<file path="src/rtl/psram_pwr_pkg.sv">
package psram_pwr_pkg;

    typedef enum logic [3:0] {
        PS_INIT,
        PS_CE2HOLD,
        PS_IDLE,
        PS_PD_SETUP,
        PS_PD_ENTER,
        PS_PD_SLEEP,
        PS_PD_EXIT,
        PS_PG_SETUP,
        PS_PG_STROBE,
        PS_PG_HOLD
    } pwr_state_e;

    function automatic int unsigned ns_to_cycles(int unsigned ns, int unsigned period_ns);
        int unsigned c;
        c = (ns + period_ns - 1) / period_ns;
        return (c == 0) ? 1 : c;
    endfunction

    function automatic int unsigned max2(int unsigned a, int unsigned b);
        return (a > b) ? a : b;
    endfunction

    function automatic logic drives_ce2(pwr_state_e s);
        return !(s == PS_INIT || s == PS_PD_ENTER || s == PS_PD_SLEEP);
    endfunction

    function automatic logic in_prog(pwr_state_e s);
        return (s == PS_PG_SETUP || s == PS_PG_STROBE || s == PS_PG_HOLD);
    endfunction

endpackage

</file>
<file path="src/rtl/psram_pwr_timer.sv">
module psram_pwr_timer #(
    parameter int CW = 16
) (
    input  logic          clk,
    input  logic          rst,
    input  logic          clr,
    input  logic [CW-1:0] lim,
    output logic          done
);
    logic [CW-1:0] cnt;

    assign done = (cnt >= lim - CW'(1));

    always_ff @(posedge clk) begin
        if (rst || clr) begin
            cnt <= '0;
        end else if (!done) begin
            cnt <= cnt + CW'(1);
        end
    end
endmodule

</file>
<file path="src/rtl/psram_pwr_fsm.sv">
module psram_pwr_fsm
    import psram_pwr_pkg::*;
#(
    parameter int KEY_W     = 5,
    parameter int CW        = 16,
    parameter int C2L_CYC   = 1,
    parameter int CHH_CYC   = 1,
    parameter int CS_CYC    = 1,
    parameter int PDL_CYC   = 1,
    parameter int PES_CYC   = 1,
    parameter int PEW_CYC   = 1,
    parameter int KEYH_CYC  = 1
) (
    input  logic             clk,
    input  logic             rst,
    input  logic             supply_ok,
    input  logic             pd_req,
    input  logic             wake_req,
    input  logic             prog_req,
    input  logic [KEY_W-1:0] prog_key,
    input  logic             acc_ce1_n,
    input  logic             tmr_done,
    output logic             tmr_clr,
    output logic [CW-1:0]    tmr_lim,
    output pwr_state_e       st,
    output logic [KEY_W-1:0] key_q
);
    pwr_state_e nxt;
    logic       key_ld;

    always_comb begin
        nxt    = st;
        key_ld = 1'b0;
        unique case (st)
            PS_INIT:      if (tmr_done) nxt = PS_CE2HOLD;
            PS_CE2HOLD:   if (tmr_done) nxt = PS_IDLE;
            PS_IDLE: begin
                if (acc_ce1_n) begin
                    if (pd_req) begin
                        nxt = PS_PD_SETUP;
                    end else if (prog_req) begin
                        nxt    = PS_PG_SETUP;
                        key_ld = 1'b1;
                    end
                end
            end
            PS_PD_SETUP:  if (tmr_done) nxt = PS_PD_ENTER;
            PS_PD_ENTER:  if (tmr_done) nxt = PS_PD_SLEEP;
            PS_PD_SLEEP:  if (wake_req) nxt = PS_PD_EXIT;
            PS_PD_EXIT:   if (tmr_done) nxt = PS_IDLE;
            PS_PG_SETUP:  if (tmr_done) nxt = PS_PG_STROBE;
            PS_PG_STROBE: if (tmr_done) nxt = PS_PG_HOLD;
            PS_PG_HOLD:   if (tmr_done) nxt = PS_IDLE;
            default:      nxt = PS_INIT;
        endcase
        if (!supply_ok) nxt = PS_INIT;
    end

    assign tmr_clr = (nxt != st) || !supply_ok;

    always_comb begin
        unique case (st)
            PS_INIT:                 tmr_lim = CW'(C2L_CYC);
            PS_CE2HOLD, PS_PD_EXIT:  tmr_lim = CW'(CHH_CYC);
            PS_PD_SETUP:             tmr_lim = CW'(CS_CYC);
            PS_PD_ENTER:             tmr_lim = CW'(PDL_CYC);
            PS_PG_SETUP:             tmr_lim = CW'(PES_CYC);
            PS_PG_STROBE:            tmr_lim = CW'(PEW_CYC);
            PS_PG_HOLD:              tmr_lim = CW'(KEYH_CYC);
            default:                 tmr_lim = CW'(1);
        endcase
    end

    always_ff @(posedge clk) begin
        if (rst) begin
            st    <= PS_INIT;
            key_q <= '0;
        end else begin
            st <= nxt;
            if (key_ld) key_q <= prog_key;
        end
    end


    ignore_busy_chk: assert property (@(posedge clk) disable iff (rst)
        (st == PS_IDLE && !acc_ce1_n && supply_ok) |=> (st == PS_IDLE));
endmodule

</file>
<file path="src/rtl/psram_pwr_seq.sv">
module psram_pwr_seq
    import psram_pwr_pkg::*;
#(
    parameter int CLK_NS    = 8,
    parameter int T_C2L_NS  = 50000,
    parameter int T_CHH_NS  = 350000,
    parameter int T_CS_NS   = 10,
    parameter int T_PDL_NS  = 80,
    parameter int T_PES_NS  = 80,
    parameter int T_PEW_NS  = 80,
    parameter int T_KEYH_NS = 10,
    parameter int KEY_W     = 5
) (
    input  logic             clk,
    input  logic             rst,
    input  logic             supply_ok,
    input  logic             pd_req,
    input  logic             wake_req,
    input  logic             prog_req,
    input  logic [KEY_W-1:0] prog_key,
    input  logic             acc_ce1_n,
    output logic             mem_ce1_n,
    output logic             mem_ce2,
    output logic             mem_pe_n,
    output logic [KEY_W-1:0] mem_key,
    output logic             dq_hiz,
    output logic             ready,
    output logic             grant
);
    localparam int C2L_CYC  = ns_to_cycles(T_C2L_NS, CLK_NS);
    localparam int CHH_CYC  = ns_to_cycles(T_CHH_NS, CLK_NS);
    localparam int CS_CYC   = ns_to_cycles(T_CS_NS, CLK_NS);
    localparam int PDL_CYC  = ns_to_cycles(T_PDL_NS, CLK_NS);
    localparam int PES_CYC  = ns_to_cycles(T_PES_NS, CLK_NS);
    localparam int PEW_CYC  = ns_to_cycles(T_PEW_NS, CLK_NS);
    localparam int KEYH_CYC = ns_to_cycles(T_KEYH_NS, CLK_NS);
    localparam int MAX_CYC  = max2(max2(C2L_CYC, CHH_CYC),
                                   max2(max2(CS_CYC, PDL_CYC), max2(max2(PES_CYC, PEW_CYC), KEYH_CYC)));
    localparam int CW       = $clog2(MAX_CYC + 1);
    localparam int HW       = $clog2(CHH_CYC + 1);

    pwr_state_e       st;
    logic [KEY_W-1:0] key_q;
    logic             tmr_clr;
    logic             tmr_done;
    logic [CW-1:0]    tmr_lim;
    logic             idle;

    psram_pwr_timer #(.CW(CW)) i_timer (
        .clk  (clk),
        .rst  (rst),
        .clr  (tmr_clr),
        .lim  (tmr_lim),
        .done (tmr_done)
    );

    psram_pwr_fsm #(
        .KEY_W(KEY_W), .CW(CW),
        .C2L_CYC(C2L_CYC), .CHH_CYC(CHH_CYC), .CS_CYC(CS_CYC), .PDL_CYC(PDL_CYC),
        .PES_CYC(PES_CYC), .PEW_CYC(PEW_CYC), .KEYH_CYC(KEYH_CYC)
    ) i_fsm (
        .clk       (clk),
        .rst       (rst),
        .supply_ok (supply_ok),
        .pd_req    (pd_req),
        .wake_req  (wake_req),
        .prog_req  (prog_req),
        .prog_key  (prog_key),
        .acc_ce1_n (acc_ce1_n),
        .tmr_done  (tmr_done),
        .tmr_clr   (tmr_clr),
        .tmr_lim   (tmr_lim),
        .st        (st),
        .key_q     (key_q)
    );

    assign idle      = (st == PS_IDLE);
    assign mem_ce1_n = idle ? acc_ce1_n : 1'b1;
    assign mem_ce2   = drives_ce2(st);
    assign mem_pe_n  = (st != PS_PG_STROBE);
    assign mem_key   = in_prog(st) ? key_q : '0;
    assign dq_hiz    = !idle;
    assign ready     = idle;
    assign grant     = idle;

    // cycles CE2 has been high, saturating; guards the long hold
    logic [HW-1:0] hi_cnt;
    always_ff @(posedge clk) begin
        if (rst || !mem_ce2) hi_cnt <= '0;
        else if (hi_cnt != HW'(CHH_CYC)) hi_cnt <= hi_cnt + HW'(1);
    end


    ce2_rise_chk: assert property (@(posedge clk) disable iff (rst)
        $rose(mem_ce2) |-> mem_ce1_n);

    ready_hold_chk: assert property (@(posedge clk) disable iff (rst)
        $rose(ready) |-> (hi_cnt >= HW'(CHH_CYC)));

    ce2_fall_chk: assert property (@(posedge clk) disable iff (rst)
        ($fell(mem_ce2) && $past(supply_ok)) |-> $past(mem_ce1_n));

    pe_window_chk: assert property (@(posedge clk) disable iff (rst)
        !mem_pe_n |-> (mem_ce2 && mem_ce1_n));

    supply_loss_chk: assert property (@(posedge clk) disable iff (rst)
        !supply_ok |=> (!mem_ce2 && !ready));

    ready_pins_chk: assert property (@(posedge clk) disable iff (rst)
        ready |-> (mem_ce2 && mem_pe_n && grant));
endmodule

</file>
<file path="config.mk">
export PLATFORM = sky130hd
export DESIGN_NAME = psram_pwr_seq
export DESIGN_NICKNAME = d
export VERILOG_FILES = /design/src/rtl/psram_pwr_pkg.sv /design/src/rtl/psram_pwr_timer.sv /design/src/rtl/psram_pwr_fsm.sv /design/src/rtl/psram_pwr_seq.sv
export SDC_FILE = /design/constraint.sdc
export NUM_CORES = 1
export LEC_CHECK = 0
export BUFFER_PORTS_ARGS = -buffer_cell sky130_fd_sc_hd__buf_2
export CAP_MARGIN = 20
export CORE_MARGIN = 8
export CORE_UTILIZATION = 35
export DETAILED_ROUTE_END_ITERATION = 16
export PLACE_DENSITY = 0.56
export SYNTH_ARGS = -nofsm -noshare
export SYNTH_HDL_FRONTEND = slang
export SYNTH_SLANG_ARGS = --single-unit
</file>
<file path="constraint.sdc">
create_clock -name clk -period 11.8 [get_ports clk]
set_input_delay 3.54 -clock clk [delete_from_list [all_inputs] [get_ports clk]]
set_output_delay 3.54 -clock clk [all_outputs]
set_load 0.02 [all_outputs]
</file>
# Yosys cells after proc, flatten, opt, wreduce, memory -nomap -nowiden
# Memory sizes are Yosys's and may differ from the RTL's. A register that Yosys moved wholly into a read port is not among the register bits.
# Cells that the tools add are included.
# W data, S select, Z words.
[word_totals] ff_bits=25 memories=1 out_inout_bits=11 in_bits=12 word_cells=48 romBits=192
[memory_table] memory="(no name shown)" words=16 width=12 read_ports=1 rd_ports_with_merged_regs=1 write_ports=0 line="psram_pwr_fsm.sv:62" text="unique case (st)"
[op_classes] n_reduce_logical=11 n_lt_le_gt_ge=1 addsub=2 n_eq_ne=11 muxes=19
[ops] op="$mux W4" count=12
[ops] op="$pmux W4 S8" count=1
[ops] op="$add A16 B1 Y16 const B" count=1
[ops] op="$eq A4 B3 Y1 const B" count=4
[ops] op="$ge A16 B16 Y1" count=1
[ops] op="$sub A16 B1 Y16 const B" count=1
[ops] op="$eq A4 B2 Y1 const B" count=2
[ops] op="$eq A4 B4 Y1 const B" count=2
[ops] op="$logic_or A1 B1 Y1" count=6
[ops] op="$mux W1" count=5
[ops] op="$mux W5" count=1
[ops] op="$eq A4 B1 Y1 const B" count=1
[ops] op="$logic_not A4 Y1" count=1
[ops] op="$ne A4 B4 Y1" count=1
[ops] op="$ne A4 B4 Y1 const B" count=1
[ops] op="$logic_not A1 Y1" count=3
[ops] op="$reduce_or A3 Y1" count=1

# Depth between registers and ports, before layout
# Gate-level depths: netlist (run 1).
[logic_depth] word_depth=8 mapped_depth=16 mapped_depth_nobuf=16

# Modules after synthesis
# A second synthesis (run 1) with hierarchy kept.
[hier_totals] hier_cells=291 area_unflattened_um2=2404.8
[modules_own_cells] mod="psram_pwr_timer" area_per_inst_um2=1346.3 instances=1 cells_each=168
[modules_own_cells] mod="psram_pwr_fsm" area_per_inst_um2=952.2 instances=1 cells_each=108
[modules_own_cells] mod="psram_pwr_seq" area_per_inst_um2=106.4 instances=1 cells_each=15

# Worst setup path before layout (run 1)
# Ideal clock, no wire load.
[synth_timing] path_kind="input -> output" startpoint="input port acc_ce1_n" endpoint="output port mem_ce1_n" arrival_ns=3.752 path_slack_ns=4.508 cell_stages=1 cell_sequence="nand2b_1"
[synth_via] elab_chain_cells=1
[synth_rtl] element="start, declared" line="psram_pwr_seq.sv:21" text="input logic acc_ce1_n,"
[synth_rtl] element="$mux W1" line="psram_pwr_seq.sv:78" text="assign mem_ce1_n = idle ? acc_ce1_n : 1'b1;"
[synth_rtl] element="end, declared" line="psram_pwr_seq.sv:22" text="output logic mem_ce1_n,"
# Every way passes these cells.

# Final worst setup path (run 1)
# Same ends and word-level chain as after synthesis.

==> metrics.md, run 1 <==
| Metric | Value |
|---|---|
| Run status | finished clean |
| Initial Util | 36.1% |
| Leakage component of the power | between 0.9 and 1 nW |
| Transition time of the tightest slew-check pin | approximately 760 ps |
| Sum of net half-perimeters after detailed placement | around 3400 um |
| Net count of the mapped netlist | 280 |
| Leading cell type by number of instances after synthesis | sky130_fd_sc_hd__dfxtp_1 |
| Filler Cells Inserted | around 590 |
| Count of mapped cells out of synthesis | between 200 and 250 |
| Post-DP Area | between 2000 and 2500 sq um |
| Routability-driven placement congestion ratio | between 0.7 and 0.8 |
| Worst ir drop on vdd | roughly 0.05 mV |
| Wire length of the first global-routing pass | roughly 7600 um |
| Pin count of the biggest net entering global routing | 17 |
| Number of iterations in the first detailed-routing pass | 4 |
| Clock network latency to the later pin of the worst-skew pair | approximately 280 ps |
| Area of the mapped netlist | about 2100 sq um |
| Final antenna-violating net count | 0 |
| Clock slew at reported path FFs | 70 ps |
| DIE AREA | just under 9000 sq um |
| Total via count after detailed routing | 1,714 |
| Number of hold buffers added after CTS | 0 |
| Ports placed on the boundary | 23 |
| Post-cts repair resize count | 0 |
| Clk sink count | 31 |
| Class of the most critical setup path | primary input to primary output |
| Type of element capturing the critical path | primary output |
| Number of synthesis warnings | 0 |
| # Max-Cap Violations | 0 |
| Remaining max-slew budget at the tightest pin | around 50% |
| Minimum clock period | between 7000 and 8000 ps |
| Count of final max-slew check failures | 0 |
| Final total negative setup slack | 0 ps |
| GRT overflow | 0 |
| Unrepaired setup endpoints after global routing | no |
| Final Setup Violations | 0 |
| Die span in x | 94.2 um |
| Largest buffer count on any clock path | 2 |
| Register bit total from synthesis | 31 |
| Area of the core region | 5920 sq um |
| Via count of the first global-routing pass | 1,696 |
| Startpoint kind of the worst setup timing path | primary input |
| Maximum clock frequency | around 130 MHz |
| Arrival time reported for the critical path endpoint | 3950 ps |
| Yosys top cell area share | between 20 and 30% |
| Via density | slightly above 5 |
| Number of nets in the layout | 300 |
| Clock buffer count from CTS | 5 |
| Number of diodes | 0 |
| Final period util | 63.4% |
| Number of enable-type register cells in the synthesized netlist | 0 |
| Top cells by area in the synthesized netlist | sky130_fd_sc_hd__dfxtp_1 (29%), sky130_fd_sc_hd__ha_1 (13%), sky130_fd_sc_hd__xor2_1 (5.7%) |
| Post CTS Setup Buffer Count | 0 |
| Gr usage total | between 10% and 20% |
| Library cell with the largest summed area after synthesis | sky130_fd_sc_hd__dfxtp_1 |
| Area Growth Syn to Fin | 12.8% |
| Rows | 28 |
| Port-buffer cells | 22 |
| Remaining design rule violation count | 0 |
| Proportion of synthesized flip-flops having asynchronous set or reset | 0% |
| Number of distinct library cells after synthesis | 48 |
| Most instantiated cells after synthesis | sky130_fd_sc_hd__dfxtp_1 (31), sky130_fd_sc_hd__ha_1 (23), sky130_fd_sc_hd__nand2_1 (22), sky130_fd_sc_hd__nor2_1 (18), sky130_fd_sc_hd__a21oi_1 (16) |
| Final standard cell utilization of the core | 40.7% |
| First-iteration detailed-routing DRC count | about 60 |
| Overall power of the completed layout | 0.000219 W |
| Drt wl/cell | about 13 um |
| Most used flip-flop cell after synthesis | sky130_fd_sc_hd__dfxtp_1 |
| Sequential-to-total area share from yosys stat | 29.0% |
| Final hold violation count | 0 |
| Total Wirelength | between 4000 and 5000 um |
| Power density cells | 90.8 nW/um^2 |
| Worst clock skew | between 7 and 8 ps |
| H-tree levels | 2 |
| TritonCTS clock tree | built |
| Synthesized area per cell | roughly 8.7 sq um |
| Share of post-route cells with drive strength above 1 | between 20 and 25% |
| Vertical extent of the die | 94.2 um |
| HP Class | flop to flop |
| Critical path required time | 8260 ps |
| Final standard cell area without fillers | roughly 2400 sq um |
| Number of antenna violations at the first check in global routing | 0 |
| Worst-path maximum fanout | 3 |
| CTS Root Buffer Type | sky130_fd_sc_hd__clkbuf_8 |
-- final timing paths --
path,startpoint,depth (start not counted),slack [ps],end
hold reg to reg,i_fsm.key_q[3],2,450,i_fsm.key_q[3]
setup / recovery,acc_ce1_n,3,4310,mem_ce1_n
setup reg to reg,i_fsm.tmr_lim[11],14,7510,i_fsm.tmr_lim[3]
hold / removal,i_fsm.key_q[3],2,450,i_fsm.key_q[3]
-- cells by family after synthesis --
| logic type | Yosys count | share of synthesized area, % |
|---|---|---|
| and+or+nand+nor | 112 | 29.4 |
| DFF | 31 | 29.0 |
| AOI/OAI and AO/OA | 40 | 14.5 |
| buffers and inverters | 17 | 3.92 |
| xor gates and xnor gates | 18 | 7.37 |
| adders and majority gates | 23 | 13.5 |
| muxes | 4 | 2.34 |
-- worst max-delay path, cell delays in order --
cell	delay (ps)
sky130_fd_sc_hd__buf_2	110
sky130_fd_sc_hd__nand2b_1	120
sky130_fd_sc_hd__buf_2	170
-- where the power goes --
part	leakage [nW]	total, W	switching, W	internal, W
Combinational	0.623	0.00000876	0.00000470	0.00000406
Clock	0.0581	0.000105	0.0000421	0.0000628
Sequential	0.250	0.000105	0.000000366	0.000105
-- stage by stage --
step	instances	hold slack, ps	worst slack (ps)
2_1_floorplan	245	426	4510
3_3_place_gp	333	440	4320
3_5_place_dp	333	445	4310
4_1_cts	341	455	4310
5_1_grt	341	474	4290
6_report	341	451	4310
-- per-layer routing --
layer  track usage, %  routed length, um  vias up
met1             13.0               2140      774
li1                 -                  -      903
met5                0                  0        -
met3             3.28                153        9
met2             16.9               2010       28
met4             3.70                 75        0
-- cell type report --
cell class / count / area [sq um] / area share, %
multi-input cells: 197 / 1440 / 59.7
flip-flops and latches: 31 / 621 / 25.7
repair buffers: 23 / 118 / 4.88
well taps: 75 / 93.8 / 3.89
clock buffers: 5 / 68.8 / 2.85
clock inverters: 3 / 43.8 / 1.82
inverters: 7 / 26.3 / 1.09
-- state kept, by name, summed over array words and instances, names as in the netlist --
register       cells
i_fsm.st           4
i_fsm.key_q        5
i_fsm.tmr_lim      6
i_timer.cnt       16
-- layout by cell type (no fill, tap or decap), types with 7 or more instances in the layout --
cell	n
sky130_fd_sc_hd__dfxtp_1	31
sky130_fd_sc_hd__and2_1	7
sky130_fd_sc_hd__xor2_1	14
sky130_fd_sc_hd__nand3_1	8
sky130_fd_sc_hd__and3_1	8
sky130_fd_sc_hd__nor2_2	11
sky130_fd_sc_hd__nand2_1	22
sky130_fd_sc_hd__inv_1	7
sky130_fd_sc_hd__buf_2	22
sky130_fd_sc_hd__a21oi_1	16
sky130_fd_sc_hd__nand4_1	8
sky130_fd_sc_hd__ha_1	23
sky130_fd_sc_hd__nor2_1	18
Power figures use the tool's default switching activity.
==> inputs of run 2 (changes only) <==
- ABC_AREA: default -> 1
- PLACE_DENSITY: 0.56 -> 0.58
- clock period: 11.8 -> 6.4 ns (I/O delays scaled with it)
==> metrics.md, run 2 <==
| Metric | Value |
|---|---|
| Run status | finished clean (unchanged) |
| Worst clock skew | 5.41 ps (was 7.40 ps) |
| Final total negative setup slack | 0 ps (unchanged) |
| Remaining max-slew budget at the tightest pin | 72.4% (was 49.3%) |
| Pin count of the biggest net entering global routing | 17 (unchanged) |
| Final standard cell area without fillers | 2640 sq um (was 2410 sq um) |
| Via density | 4.45 (was 5.03) |
| Wire length of the first global-routing pass | 8560 um (was 7640 um) |
| Initial Util | 35.7% (was 36.1%) |
| Routability-driven placement congestion ratio | 0.862 (was 0.782) |
| Worst path cell trace | buf_2, or2_2, buf_2 (was buf_2, nand2b_1, buf_2) |
| Total via count after detailed routing | 1,957 (was 1,714) |
| Vertical extent of the die | 98.7 um (was 94.2 um) |
| Drt wl/cell | 10.2 um (was 12.8 um) |
| DIE AREA | 9750 sq um (was 8870 sq um) |
| CP dominant cell by count | sky130_fd_sc_hd__buf_2 (unchanged) |
| Area of the core region | 6720 sq um (was 5920 sq um) |
| Die span in x | 98.7 um (was 94.2 um) |
| Clock buffer count from CTS | 5 (unchanged) |
| Number of nets in the layout | 395 (was 300) |
| Leakage component of the power | 1.25 nW (was 0.931 nW) |
| Arrival time reported for the critical path endpoint | 2470 ps (was 3950 ps) |
| Clk sink count | 31 (unchanged) |
| Unrepaired setup endpoints after global routing | no (unchanged) |
| Post-synthesis share of cell area spent on and, or, nand and nor gates | 37.5% (was 29.4%) |
| Most instantiated cells after synthesis | sky130_fd_sc_hd__nand2_1 (69), sky130_fd_sc_hd__inv_1 (55), sky130_fd_sc_hd__nor2_1 (35), sky130_fd_sc_hd__dfxtp_1 (31), sky130_fd_sc_hd__ha_1 (23) (was sky130_fd_sc_hd__dfxtp_1 (31), sky130_fd_sc_hd__ha_1 (23), sky130_fd_sc_hd__nand2_1 (22), sky130_fd_sc_hd__nor2_1 (18), sky130_fd_sc_hd__a21oi_1 (16)) |
| Maximum clock frequency | 228 MHz |
| Xor and xnor area share after synthesis | 5.48% (was 7.37%) |
| Beginning of the worst register-to-register path | i_fsm.tmr_lim[13] (was i_fsm.tmr_lim[11]) |
| Sum of net half-perimeters after detailed placement | 3640 um (was 3370 um) |
| Worst-path maximum fanout | 3 (unchanged) |
| Leading cell type in the layout, fill and taps excluded | sky130_fd_sc_hd__nand2_1 (was sky130_fd_sc_hd__dfxtp_1) |
| Post CTS Setup Buffer Count | 0 (unchanged) |
| Number of antenna violations at the first check in global routing | 0 (unchanged) |
| Buffers and inverters on the worst path | 2 (unchanged) |
| Family with the most delay on the worst path | simple AND/OR/NAND/NOR gates (was buffers and inverters) |
| Number of hold buffers added after CTS | 0 (unchanged) |
| TritonCTS clock tree | built (unchanged) |
| Library cell with the largest summed area after synthesis | sky130_fd_sc_hd__dfxtp_1 (unchanged) |
| Count of final max-slew check failures | 0 (unchanged) |
| Final standard cell utilization of the core | 39.2% (was 40.7%) |
| Type of element capturing the critical path | primary output (unchanged) |
| Largest buffer count on any clock path | 2 (unchanged) |
| Top cells by area in the synthesized netlist | sky130_fd_sc_hd__dfxtp_1 (26%), sky130_fd_sc_hd__ha_1 (12%), sky130_fd_sc_hd__nand2_1 (11%) (was sky130_fd_sc_hd__dfxtp_1 (29%), sky130_fd_sc_hd__ha_1 (13%), sky130_fd_sc_hd__xor2_1 (5.7%)) |
| Most used flip-flop cell after synthesis | sky130_fd_sc_hd__dfxtp_1 (unchanged) |
| Final worst slack | 2010 ps (was 4310 ps) |
| CTS Root Buffer Type | sky130_fd_sc_hd__clkbuf_8 (unchanged) |
| H-tree levels | 2 (unchanged) |
| Number of distinct library cells after synthesis | 33 (was 48) |
| Post-synthesis compound-gate area fraction | 7.15% (was 14.5%) |
| Post-cts repair resize count | 0 (unchanged) |
| # Max-Cap Violations | 0 (unchanged) |
| Critical path required time | 4480 ps (was 8260 ps) |
| Transition time of the tightest slew-check pin | 414 ps (was 760 ps) |
| Post-DP Area | 2550 sq um (was 2300 sq um) |
| Leading cell type by number of instances after synthesis | sky130_fd_sc_hd__nand2_1 (was sky130_fd_sc_hd__dfxtp_1) |
| Gr usage total | 10.5% (was 10.6%) |
| Number of synthesis warnings | 0 (unchanged) |
| Net count of the mapped netlist | 371 (was 280) |
| Slowest Stage Delay on Critical Path | 280 ps (was 170 ps) |
| Final Setup Violations | 0 (unchanged) |
| Number of iterations in the first detailed-routing pass | 4 (unchanged) |
| GRT overflow | 0 (unchanged) |
| Total Wirelength | 4510 um (was 4370 um) |
| HP Class | flop to flop (unchanged) |
| Max reg flops | 16 (unchanged) |
| Worst ir drop on vdd | 0.0649 mV (was 0.0501 mV) |
| Number of enable-type register cells in the synthesized netlist | 0 (unchanged) |
| Share of synthesized cell area in full adder, half adder and majority cells | 12.0% (was 13.5%) |
| Number of diodes | 0 (unchanged) |
| Multiplexer fraction of the synthesized cell area | 0% (was 2.34%) |
| Final antenna-violating net count | 0 (unchanged) |
| Via count of the first global-routing pass | 2,011 (was 1,696) |
| Synthesized area per cell | 7.13 sq um (was 8.73 sq um) |
| Register bit total from synthesis | 31 (unchanged) |
| Register bank with the most flops | i_timer.cnt (unchanged) |
| Ports placed on the boundary | 23 (unchanged) |
| First-iteration detailed-routing DRC count | 88 (was 61) |
| Area of the mapped netlist | 2400 sq um (was 2140 sq um) |
| Count of mapped cells out of synthesis | 336 (was 245) |
| Clock slew at reported path FFs | 70 ps (about the same) |
| Final period util | ~69% |
| Startpoint kind of the worst setup timing path | primary input (unchanged) |
| Worst slack, placed | 2010 ps (was 4310 ps) |
| Remaining design rule violation count | 0 (unchanged) |
| Clock network latency to the later pin of the worst-skew pair | 280 ps (about the same) |
| Share of post-route cells with drive strength above 1 | 21.4% (was 20.7%) |
| Port-buffer cells | 22 (unchanged) |
| Class of the most critical setup path | primary input to primary output (unchanged) |
| Most frequent cells in the layout | sky130_fd_sc_hd__nand2_1 (69), sky130_fd_sc_hd__inv_1 (55), sky130_fd_sc_hd__nor2_1 (35) (was sky130_fd_sc_hd__dfxtp_1 (31), sky130_fd_sc_hd__ha_1 (23), sky130_fd_sc_hd__nand2_1 (22), sky130_fd_sc_hd__buf_2 (22), sky130_fd_sc_hd__nor2_1 (18)) |
| Yosys top cell area share | 25.9% (was 29.0%) |
| Minimum clock period | ~4400 ps |
| Combinational family with the most area after synthesis | simple AND/OR/NAND/NOR gates (unchanged) |
| CP max-delay cell | sky130_fd_sc_hd__or2_2 (was sky130_fd_sc_hd__buf_2) |
| Power density cells | 139 nW/um^2 (was 90.8 nW/um^2) |
| Critical Path Source | acc_ce1_n (unchanged) |
| Hold path startpoint | i_fsm.key_q[3] (unchanged) |
| Proportion of synthesized flip-flops having asynchronous set or reset | 0% (unchanged) |
| Rows | 30 (was 28) |
| Final hold violation count | 0 (unchanged) |
| Area Growth Syn to Fin | 10.0% (was 12.8%) |
| Sequential-to-total area share from yosys stat | 25.9% (was 29.0%) |
-- run 2: cell count changes after synthesis, sizes merged, moves of 5 or more --
cell    before  now
inv          7   60
clkbuf       6    0
and2         7    0
nand4        8    3
nand2       22   84
nor2        29   53
and3         8    1
nand2b       5    0
nand3        8   13
-- run 2: metrics by stage --
step / std cells / hold WS, ps / total power [W]
after global placement: 433 / 440 / 0.000213
final: 440 / 452 / 0.000366
after global routing: 440 / 472 / 0.000385
after floorplan: 336 / 430 / 0.000210
after CTS: 440 / 457 / 0.000374
after detailed placement: 433 / 446 / 0.000214
-- run 2: cells by family after synthesis --
group / Yosys count
AOI/OAI and AO/OA: 31
DFF: 31
adders and majority gates: 23
and+or+nand+nor: 170
buffers and inverters: 66
xor gates and xnor gates: 15
-- run 2: where the power goes --
| part | total [W] | switching, W | internal (W) |
|---|---|---|---|
| clock | 0.000157 | 0.0000729 | 0.0000843 |
| combinational | 0.0000148 | 0.00000941 | 0.00000537 |
| sequential | 0.000194 | 0.000000628 | 0.000194 |
-- run 2: per-layer routing --
metal / up-vias / track usage [%] / routed length, um
li1: 1086 / - / -
met1: 850 / 12.4 / 2270
met2: 16 / 18.2 / 2100
met3: 5 / 2.54 / 106
met4: 0 / 2.72 / 37
met5: - / 0 / 0
-- run 2: area by class of cell --
cell class                      count  area (sq um)
Fill cell                         692          4080
Multi-Input combinational cell    239          1490
Sequential cell                    31           621
Inverter                           61           229
Timing Repair Buffer               22           110
Tap cell                           80           100
Clock buffer                        6          82.6
Clock inverter                      1          5.00
-- run 2: path summary, 6_finish.rpt --
check / end / slack (ps) / depth (start not counted)
max: mem_ce1_n / 2010 / 3
min: i_fsm.key_q[3] / 450 / 2
max reg2reg: i_fsm.tmr_lim[1] / 3050 / 26
min reg2reg: i_fsm.key_q[3] / 450 / 2
-- run 2: worst reg2reg max path, cell delays in order (launching register included) --
cell and delay [ps]:
sky130_fd_sc_hd__dfxtp_1 370, sky130_fd_sc_hd__nor2_1 120, sky130_fd_sc_hd__nand2_1 70, sky130_fd_sc_hd__nor2_1 150, sky130_fd_sc_hd__inv_1 70, sky130_fd_sc_hd__nor2_1 150
sky130_fd_sc_hd__or2_2 150, sky130_fd_sc_hd__inv_1 40, sky130_fd_sc_hd__ha_1 280, sky130_fd_sc_hd__nand2_1 60, sky130_fd_sc_hd__inv_2 50, sky130_fd_sc_hd__nand2_1 70
sky130_fd_sc_hd__nor2_2 120, sky130_fd_sc_hd__nor2_2 40, sky130_fd_sc_hd__nand2_2 70, sky130_fd_sc_hd__nand2_4 60, sky130_fd_sc_hd__nand2_4 170, sky130_fd_sc_hd__inv_1 170
sky130_fd_sc_hd__nand2_1 90, sky130_fd_sc_hd__nand2_1 60, sky130_fd_sc_hd__nand2_2 70, sky130_fd_sc_hd__nand2_2 80, sky130_fd_sc_hd__nor2_1 190, sky130_fd_sc_hd__inv_1 110
sky130_fd_sc_hd__ha_1 200, sky130_fd_sc_hd__or2_1 220, sky130_fd_sc_hd__nand3b_1 70
==> inputs of run 3 (changes only) <==
- clock period: 6.4 -> 3.9 ns (I/O delays scaled with it)
==> metrics.md, run 3 (synthesized netlist as in run 2, its figures left out) <==
| Metric | Value |
|---|---|
| Run status | finished clean (unchanged) |
| Pin count of the biggest net entering global routing | 17 (unchanged) |
| Worst clock skew | 10.0 ps (was 5.41 ps) |
| Number of iterations in the first detailed-routing pass | 4 (unchanged) |
| Number of hold buffers added after CTS | 0 (unchanged) |
| Rows | 30 (unchanged) |
| Power density cells | 253 nW/um^2 (was 139 nW/um^2) |
| Clk sink count | 31 (unchanged) |
| Critical path required time | 4120 ps (was 4480 ps) |
| Overall power of the completed layout | 0.000674 W (was 0.000366 W) |
| Area of the core region | 6720 sq um (unchanged) |
| Worst ir drop on vdd | 0.127 mV (was 0.0649 mV) |
| Final hold violation count | 0 (unchanged) |
| Startpoint kind of the worst setup timing path | flop (was primary input) |
| Port-buffer cells | 22 (unchanged) |
| Clock buffer count from CTS | 5 (unchanged) |
| Drt wl/cell | 10.6 um (was 10.2 um) |
| GRT overflow | 0 (unchanged) |
| Leading cell type in the layout, fill and taps excluded | sky130_fd_sc_hd__nand2_1 (unchanged) |
| Filler Cells Inserted | 683 (was 692) |
| Arrival time reported for the critical path endpoint | 3470 ps (was 2470 ps) |
| Sum of net half-perimeters after detailed placement | 3870 um (was 3640 um) |
| Vertical extent of the die | 98.7 um (unchanged) |
| Worst-case hold path end point | i_fsm.key_q[4] (was i_fsm.key_q[3]) |
| Number of cell instances on the worst register-to-register path | 26 (unchanged) |
| Clock slew at reported path FFs | 70 ps (about the same) |
| Worst hold path cell count | 2 (unchanged) |
| TritonCTS clock tree | built (unchanged) |
| Final total negative setup slack | 0 ps (unchanged) |
| Final Setup Violations | 0 (unchanged) |
| Slack of the worst reg-to-reg path | 650 ps (was 3050 ps) |
| Most frequent cells in the layout | sky130_fd_sc_hd__nand2_1 (69), sky130_fd_sc_hd__inv_1 (55), sky130_fd_sc_hd__nor2_1 (34) (was sky130_fd_sc_hd__nand2_1 (69), sky130_fd_sc_hd__inv_1 (55), sky130_fd_sc_hd__nor2_1 (35)) |
| Routability-driven placement congestion ratio | 0.831 (was 0.862) |
| Remaining max-slew budget at the tightest pin | 70.8% (was 72.4%) |
| Number of nets in the layout | 395 (unchanged) |
| HP Class | flop to flop (unchanged) |
| Minimum clock period | approximately 3300 ps |
| Count of final max-slew check failures | 0 (unchanged) |
| H-tree levels | 2 (unchanged) |
| Clock network latency to the later pin of the worst-skew pair | 280 ps (about the same) |
| Maximum clock frequency | 308 MHz |
| DIE AREA | 9750 sq um (unchanged) |
| Type of element capturing the critical path | flop (was primary output) |
| Beginning of the worst register-to-register path | i_fsm.tmr_lim[13] (unchanged) |
| Wire length of the first global-routing pass | 8910 um (was 8560 um) |
| Transition time of the tightest slew-check pin | 439 ps (was 414 ps) |
| Total Wirelength | 4690 um (was 4510 um) |
| Capture point of the worst reg-to-reg path | i_fsm.tmr_lim[1] (unchanged) |
| Flip-flop and latch area | 621 sq um (unchanged) |
| # Max-Cap Violations | 0 (unchanged) |
| Via density | 4.47 (was 4.45) |
| First-iteration detailed-routing DRC count | 69 (was 88) |
| Total via count after detailed routing | 1,970 (was 1,957) |
| Number of diodes | 0 (unchanged) |
| Worst-path maximum fanout | 12 (was 3) |
| Unrepaired setup endpoints after global routing | no (unchanged) |
| Number of antenna violations at the first check in global routing | 0 (unchanged) |
| Largest buffer count on any clock path | 2 (unchanged) |
| Die span in x | 98.7 um (unchanged) |
| Area used by multi-input combinational logic | 1490 sq um (about the same) |
| CTS Root Buffer Type | sky130_fd_sc_hd__clkbuf_8 (unchanged) |
| Share of post-route cells with drive strength above 1 | 21.9% (was 21.4%) |
| Initial Util | 35.7% (unchanged) |
| Remaining design rule violation count | 0 (unchanged) |
| Register bank with the most flops | i_timer.cnt (unchanged) |
| Max reg flops | 16 (unchanged) |
| Area Growth Syn to Fin | 11.4% (was 10.0%) |
| Gr usage total | 10.9% (was 10.5%) |
| Hold path startpoint | i_fsm.key_q[4] (was i_fsm.key_q[3]) |
| Ports placed on the boundary | 23 (unchanged) |
| Final period util | between 80% and 90% |
| Final antenna-violating net count | 0 (unchanged) |
| Class of the most critical setup path | flop to flop (was primary input to primary output) |
| Leakage component of the power | 1.27 nW (was 1.25 nW) |
| Via count of the first global-routing pass | 2,043 (was 2,011) |
[run 3: cell types whose count changed in the layout (fill, tap and decap cells not counted)]
| cell | previous run | this run |
|---|---|---|
| sky130_fd_sc_hd__nor2_1 | 35 | 34 |
| sky130_fd_sc_hd__nor2_2 | 5 | 6 |
| sky130_fd_sc_hd__bufinv_16 | 0 | 1 |
[run 3: final cells by class]
type / count / area share (%)
multi-input combinational: 239 / 55.9
sequential: 31 / 23.3
inverter: 61 / 8.58
timing repair buffer: 22 / 4.13
tap: 80 / 3.75
clock buffer: 6 / 3.09
clock inverter: 2 / 1.31
[run 3: worst max-delay path: stages, from the launching register on]
cell	delay, ps
sky130_fd_sc_hd__dfxtp_1	370
sky130_fd_sc_hd__nor2_1	130
sky130_fd_sc_hd__nand2_1	70
sky130_fd_sc_hd__nor2_1	140
sky130_fd_sc_hd__inv_1	80
sky130_fd_sc_hd__nor2_1	170
sky130_fd_sc_hd__or2_2	150
sky130_fd_sc_hd__inv_1	40
sky130_fd_sc_hd__ha_1	280
sky130_fd_sc_hd__nand2_1	60
sky130_fd_sc_hd__inv_2	50
sky130_fd_sc_hd__nand2_1	60
sky130_fd_sc_hd__nor2_2	120
sky130_fd_sc_hd__nor2_2	40
sky130_fd_sc_hd__nand2_2	80
sky130_fd_sc_hd__nand2_4	70
sky130_fd_sc_hd__nand2_4	160
sky130_fd_sc_hd__inv_1	130
sky130_fd_sc_hd__nand2_1	80
sky130_fd_sc_hd__nand2_1	60
sky130_fd_sc_hd__nand2_2	70
sky130_fd_sc_hd__nand2_2	80
sky130_fd_sc_hd__nor2_2	140
sky130_fd_sc_hd__inv_1	90
sky130_fd_sc_hd__ha_1	190
sky130_fd_sc_hd__or2_1	220
sky130_fd_sc_hd__nand3b_1	70
[run 3: worst max path at each step]
stage               slack, ps  depth (start not counted)               end               from
finish                    650                         26  i_fsm.tmr_lim[1]  i_fsm.tmr_lim[13]
global route               20                         25  i_fsm.tmr_lim[0]  i_fsm.tmr_lim[13]
CTS                       560                         26  i_fsm.tmr_lim[1]  i_fsm.tmr_lim[13]
detailed placement        590                         26  i_fsm.tmr_lim[1]  i_fsm.tmr_lim[13]
global placement          600                         26  i_fsm.tmr_lim[1]  i_fsm.tmr_lim[13]
floorplan                1010                         24  i_fsm.tmr_lim[1]  i_fsm.tmr_lim[13]
[run 3: what timing repair did]
action	4_1_cts	5_1_grt
gates resized for setup	0	1
setup buffers	0	0
endpoints found under the setup margin	0	1
[run 3: layer usage]
metal / GRT usage, % / vias up / share of wire [%]
met5: 0 / - / 0
met4: 3.07 / 0 / 0.53
met3: 2.40 / 5 / 2.2
met2: 18.8 / 13 / 49
met1: 13.2 / 871 / 49
li1: - / 1081 / -
[run 3: metrics by stage]
step	area, sq um	setup WS, ps	std cells	hold WS (ps)	utilization, %
final	2670	649	441	453	39.7
after global routing	2670	17.7	441	475	39.7
after global placement	2550	602	433	439	37.9
after detailed placement	2550	592	433	446	37.9
after floorplan	2400	1010	336	430	-
after CTS	2670	564	441	458	39.7
[run 3: power breakdown]
group	switching (W)	leakage, nW	internal [W]
Clock	0.000125	0.0612	0.000207
Combinational	0.0000152	0.957	0.00000887
Sequential	0.00000103	0.250	0.000317
